==> config.mk <==
export PLATFORM = sky130hd
export DESIGN_NAME = e3ovh_irq_reg
export DESIGN_NICKNAME = d
export VERILOG_FILES = /design/src/rtl/e3ovh_pkg.sv /design/src/rtl/e3ovh_event_detect.sv /design/src/rtl/e3ovh_sticky_bank.sv /design/src/rtl/e3ovh_irq_reg.sv
export SDC_FILE = /design/constraint.sdc
export NUM_CORES = 1
export LEC_CHECK = 0
export BUFFER_PORTS_ARGS = -buffer_cell sky130_fd_sc_hd__buf_4
export CORE_MARGIN = 10
export CORE_UTILIZATION = 34
export DETAILED_ROUTE_END_ITERATION = 8
export PLACE_DENSITY_LB_ADDON = 0.1
export SYNTH_ARGS = -nofsm -noshare
export SYNTH_HDL_FRONTEND = slang
export SYNTH_HIERARCHICAL = 1
export SYNTH_SLANG_ARGS = --single-unit
==> constraint.sdc <==
create_clock -name clk -period 1.1 [get_ports clk]
set_clock_uncertainty 0.2 [all_clocks]
set_input_delay 0.11 -clock clk [delete_from_list [all_inputs] [get_ports clk]]
set_output_delay 0.11 -clock clk [all_outputs]
set_load 0.005 [all_outputs]
==> src/rtl/e3ovh_pkg.sv <==
package e3ovh_pkg;

    localparam int STAT_W = 8;

    // Status bit layout, MSB first so the packed struct maps onto status[7:0].
    typedef struct packed {
        logic rsv;       // bit 7, always 0
        logic trc_start; // bit 6
        logic msg_done;  // bit 5
        logic febe;      // bit 4
        logic ferf_chg;  // bit 3
        logic bip;       // bit 2
        logic fa_err;    // bit 1
        logic pt_chg;    // bit 0
    } evt_t;

    function automatic logic all_zero(input logic [31:0] v, input int w);
        logic z;
        z = 1'b1;
        for (int i = 0; i < 32; i++) begin
            if (i < w && v[i]) z = 1'b0;
        end
        return z;
    endfunction

endpackage

==> src/rtl/e3ovh_event_detect.sv <==
module e3ovh_event_detect
    import e3ovh_pkg::*;
#(
    parameter int PT_W = 3,
    parameter int XB_W = 2,
    parameter logic [7:0] FA1_PAT = 8'hF6,
    parameter logic [7:0] FA2_PAT = 8'h28
) (
    input  logic            clk,
    input  logic            rst,
    input  logic            frm_stb,
    input  logic [7:0]      fa1_byte,
    input  logic [7:0]      fa2_byte,
    input  logic            bip_err,
    input  logic [XB_W-1:0] x_bits,
    input  logic            febe_bit,
    input  logic [PT_W-1:0] pt_bits,
    input  logic [7:0]      tr_byte,
    input  logic            lapd_done,
    output evt_t            evt
);

    localparam int XPAD = 32 - XB_W;

    logic [PT_W-1:0] pt_hist;
    logic            ferf_hist;
    logic            hist_ok;
    logic            ferf_now;

    assign ferf_now = all_zero({{XPAD{1'b0}}, x_bits}, XB_W);

    always_ff @(posedge clk) begin
        if (rst) begin
            pt_hist   <= '0;
            ferf_hist <= 1'b0;
            hist_ok   <= 1'b0;
        end else if (frm_stb) begin
            pt_hist   <= pt_bits;
            ferf_hist <= ferf_now;
            hist_ok   <= 1'b1;
        end
    end

    always_comb begin
        evt          = '0;
        evt.msg_done = lapd_done;
        if (frm_stb) begin
            evt.trc_start = tr_byte[7];
            evt.febe      = febe_bit;
            evt.bip       = bip_err;
            evt.fa_err    = (fa1_byte != FA1_PAT) || (fa2_byte != FA2_PAT);
            evt.pt_chg    = hist_ok && (pt_bits != pt_hist);
            evt.ferf_chg  = hist_ok && (ferf_now != ferf_hist);
        end
    end

endmodule

==> src/rtl/e3ovh_sticky_bank.sv <==
module e3ovh_sticky_bank #(
    parameter int W = 8
) (
    input  logic         clk,
    input  logic         rst,
    input  logic         clr,
    input  logic [W-1:0] set,
    output logic [W-1:0] q
);

    for (genvar i = 0; i < W; i++) begin : g_bit
        always_ff @(posedge clk) begin
            if (rst) q[i] <= 1'b0;
            else     q[i] <= (q[i] && !clr) || set[i];
        end
    end

endmodule

==> src/rtl/e3ovh_irq_reg.sv <==
module e3ovh_irq_reg
    import e3ovh_pkg::*;
#(
    parameter int PT_W = 3,
    parameter int XB_W = 2,
    parameter logic [7:0] FA1_PAT = 8'hF6,
    parameter logic [7:0] FA2_PAT = 8'h28
) (
    input  logic            clk,
    input  logic            rst,
    input  logic            frm_stb,
    input  logic [7:0]      fa1_byte,
    input  logic [7:0]      fa2_byte,
    input  logic            bip_err,
    input  logic [XB_W-1:0] x_bits,
    input  logic            febe_bit,
    input  logic [PT_W-1:0] pt_bits,
    input  logic [7:0]      tr_byte,
    input  logic            lapd_done,
    input  logic            rd_stb,
    input  logic [7:0]      int_en,
    output logic [7:0]      status,
    output logic            irq
);

    evt_t              evt;
    logic [STAT_W-1:0] st_q;

    e3ovh_event_detect #(
        .PT_W(PT_W), .XB_W(XB_W), .FA1_PAT(FA1_PAT), .FA2_PAT(FA2_PAT)
    ) u_detect (
        .clk(clk), .rst(rst), .frm_stb(frm_stb),
        .fa1_byte(fa1_byte), .fa2_byte(fa2_byte), .bip_err(bip_err),
        .x_bits(x_bits), .febe_bit(febe_bit), .pt_bits(pt_bits),
        .tr_byte(tr_byte), .lapd_done(lapd_done), .evt(evt)
    );

    e3ovh_sticky_bank #(.W(STAT_W)) u_bank (
        .clk(clk), .rst(rst), .clr(rd_stb), .set(evt), .q(st_q)
    );

    assign status = st_q;
    assign irq    = |(st_q & int_en);

endmodule

==> summary.md <==
| Metric | Value |
|---|---|
| Run status | `complete, but fails checks` |
| Failing checks | `negative hold slack, negative setup slack` |
| Most common cell after layout, fill and taps aside | `buf_4` |
| Worst EP arrival | `1.00 ns` |
| Most used flip-flop cell after synthesis | `dfxtp_1` |
| Initial DRT Pass Iterations | `3` |
| Clk buf depth | `2` |
| Fin nets | `around 180` |
| R2R setup slack | `-0.07 ns` |
| Final WS setup | `-0.215 ns` |
| Library cells used by synthesis | `26` |
| Drt wl/cell | `approximately 13 um` |
| Fin area | `0.00127 mm^2` |
| Post-Synth Adder-Cell Area | `0%` |
| Worst setup SP type | `register` |
| Fin Setup TNS | `-0.529 ns` |
| CTS tree | `built` |
| IO Count | `53` |
| Fin. Hold Viols | `3` |
| Post-DP Area | `roughly 0.0010 mm^2` |
| Via density | `around 4.5` |
| Remaining DRCs | `0` |
| Crit end category | `output pin` |
| Hold path startpoint | `frm_stb` |
| Yosys reg bits | `13` |
| Area occupied by multi-input gates | `roughly 370 um^2` |
| Root Buffer Master | `clkbuf_4` |
| Initial antenna violation count | `0` |
| Power per cell area | `roughly 890 mW/mm^2` |
| Worst skew pair latency | `~0.28 ns` |
| Total Routing Usage GR | `approximately 11%` |
| Layout area overhead | `92.3%` |
| XOR/XNOR Fraction of Synth Area | `slightly below 4%` |
| Total wire length | `approximately 2200 um` |
| Share of the synthesized area in the top cell type | `around two fifths` |
| Tcrit/Tclk final | `120%` |
| Die area | `~0.0041 mm^2` |
| Syn Nets | `around 120` |
| Compound-Gate Fraction of Synth Area | `around 17%` |
| Seq/Total Area, Yosys | `approximately two fifths` |
| Initial Utilization | `around 37%` |
| Vias | `roughly 740` |
| RR Startpoint | `u_detect/ferf_hist$_SDFFE_PP0P_` |
| Largest family of logic cells by synthesized area | `simple AND/OR/NAND/NOR gates` |
| Worst reg2reg path endpoint | `u_bank/q[3]$_SDFF_PP0_` |
| Hold path depth | `5` |
| CP Launch Point | `u_bank/q[3]$_SDFF_PP0_` |
| Critical Setup Path Class | `register to output pin` |
| Peak supply drop | `between 0.0006 and 0.0007 V` |
| Vias in the first global route | `773` |
| Dpl hpwl | `~1600 um` |
| Hold EP | `u_bank/q[1]$_SDFF_PP0_` |
| Worst-path clk slew | `0.08 ns` |
| Most frequent cells in the layout | `buf_4, buf_6, dfxtp_2` |
| GRT overflow | `0` |
| Post-layout minimum cycle time | `roughly 1.3 ns` |
| Mux cell area share after synthesis | `about 4.5%` |
| RSZ-0062 raised after global routing | `yes` |
| Top cells by area, synth | `dfxtp_1, nand2b_1, a21oi_1, inv_1, mux2i_1` |
| Yosys top cell by area | `dfxtp_1` |
| # port buffers | `45` |
| Cells after Synth | `75` |
| FMAX | `~760 MHz` |
| Diode count | `0` |
| CTS Sinks | `13` |
| Simple-Gate Fraction of Synth Area | `25.1%` |
| Core area | `approximately 0.0018 mm^2` |
| Die height | `approximately 64 um` |
| Worst hold path type | `input pin to register` |
| Antenna Violating Nets Remaining | `0` |
| Finished Core Util | `71.5%` |
| Global-route wire length before repair | `between 3000 and 4000 um` |
| Register Area | `about 270 um^2` |
| Largest net degree at the start of global routing | `14` |
| Post-synth EDFFs | `0` |
| Max Cap Viol | `0` |
| Layout cells sized above 1 | `55.4%` |
| P_leak | `approximately 0.59 nW` |
| Data required time at the worst endpoint | `roughly 0.79 ns` |
| Filler cells | `about 160` |
| Rows | `15` |
| H-tree lvl count | `1` |
| # setup viols final | `7` |
| Drt first-iter violations | `10` |
| Slew Limit Fails | `0` |
| Yosys warning count | `6` |
| WHS | `-0.0204 ns` |
| Syn avg cell area | `just under 9 um^2` |
| Die X | `between 60 and 70 um` |
| Area of the mapped netlist | `roughly 660 um^2` |
| Reg2Reg Depth | `4` |
| Hold_buf cts | `10` |
| Async S/R FF share, synth | `0%` |
| Crit-path max FO | `2` |
| CTS Buf Count | `3` |
| Placer Congestion | `0.723` |
==> worst max path at each step <==
stage | endpoint | slack, ns | depth (start not counted)
floorplan | u_bank/q[3]$_SDFF_PP0_ | -0.02 | 4
global placement | u_bank/q[1]$_SDFF_PP0_ | -0.05 | 5
detailed placement | u_bank/q[3]$_SDFF_PP0_ | -0.05 | 4
CTS | irq | -0.23 | 3
global route | irq | -0.31 | 3
finish | irq | -0.21 | 3
==> stage by stage <==
step / instances / total power, mW / worst slack (ns)
after CTS: 163 / 1.13 / -0.228
after global placement: 147 / 0.771 / -0.0520
after global routing: 164 / 1.22 / -0.308
after detailed placement: 147 / 0.776 / -0.0508
final: 164 / 1.14 / -0.215
after floorplan: 75 / 0.619 / -0.0187
==> sequential cells by signal (all words and copies together), names as in the netlist <==
name / cells
u_detect/pt_hist: 3
u_bank/q: 8
u_detect/ferf_hist: 1
u_detect/hist_ok: 1
==> what timing repair did <==
action | CTS | global route
setup buffers | 2 | 2
setup endpoints to repair | 6 | 17
pin swaps | 5 | 3
hold endpoints to repair | 13 | 2
resized for setup | 15 | 13
==> logic make-up after synthesis <==
group,after synthesis
AND/OR/NAND/NOR,25
other,1
multiplexers,3
AO/OA/AOI/OAI,17
buffers and inverters,13
flip-flops,13
XOR/XNOR,3
==> routing by layer <==
| metal | GRT usage (%) | part of all wire (%) | routed length, um | vias up |
|---|---|---|---|---|
| li1 | - | - | - | 376 |
| met1 | 11.3 | 40 | 879 | 333 |
| met2 | 19.0 | 52 | 1130 | 25 |
| met3 | 4.88 | 7.2 | 158 | 4 |
| met4 | 3.21 | 0.91 | 20 | 0 |
| met5 | 0 | 0 | 0 | - |
==> synthesized netlist by cell type (all sizes together), types with 2 or more instances <==
library cell	instances
a21oi	10
a22oi	4
and2	3
buf	3
dfxtp	13
inv	9
mux2i	3
nand2b	8
nor2	5
nor4bb	2
xnor2	3
==> where the power goes <==
group	leakage, nW	total [mW]	switching [mW]	internal (mW)
logic	0.462	0.313	0.0979	0.215
registers	0.111	0.521	0.0203	0.501
clock network	0.0150	0.302	0.161	0.141
==> critical path, stage by stage (launching register included) <==
cell and delay, ns:
dfxtp_2 0.33, a22oi_2 0.15, nand4_1 0.10, buf_4 0.14
==> cell type report <==
cell class,instances,share of cell area (%)
clock buffer,4,2.06
inverter,9,2.65
multi-input combinational,49,28.7
sequential,13,21.4
tap,25,2.45
timing repair buffer,64,42.8
No activity file was read; power rests on OpenSTA's default activity.
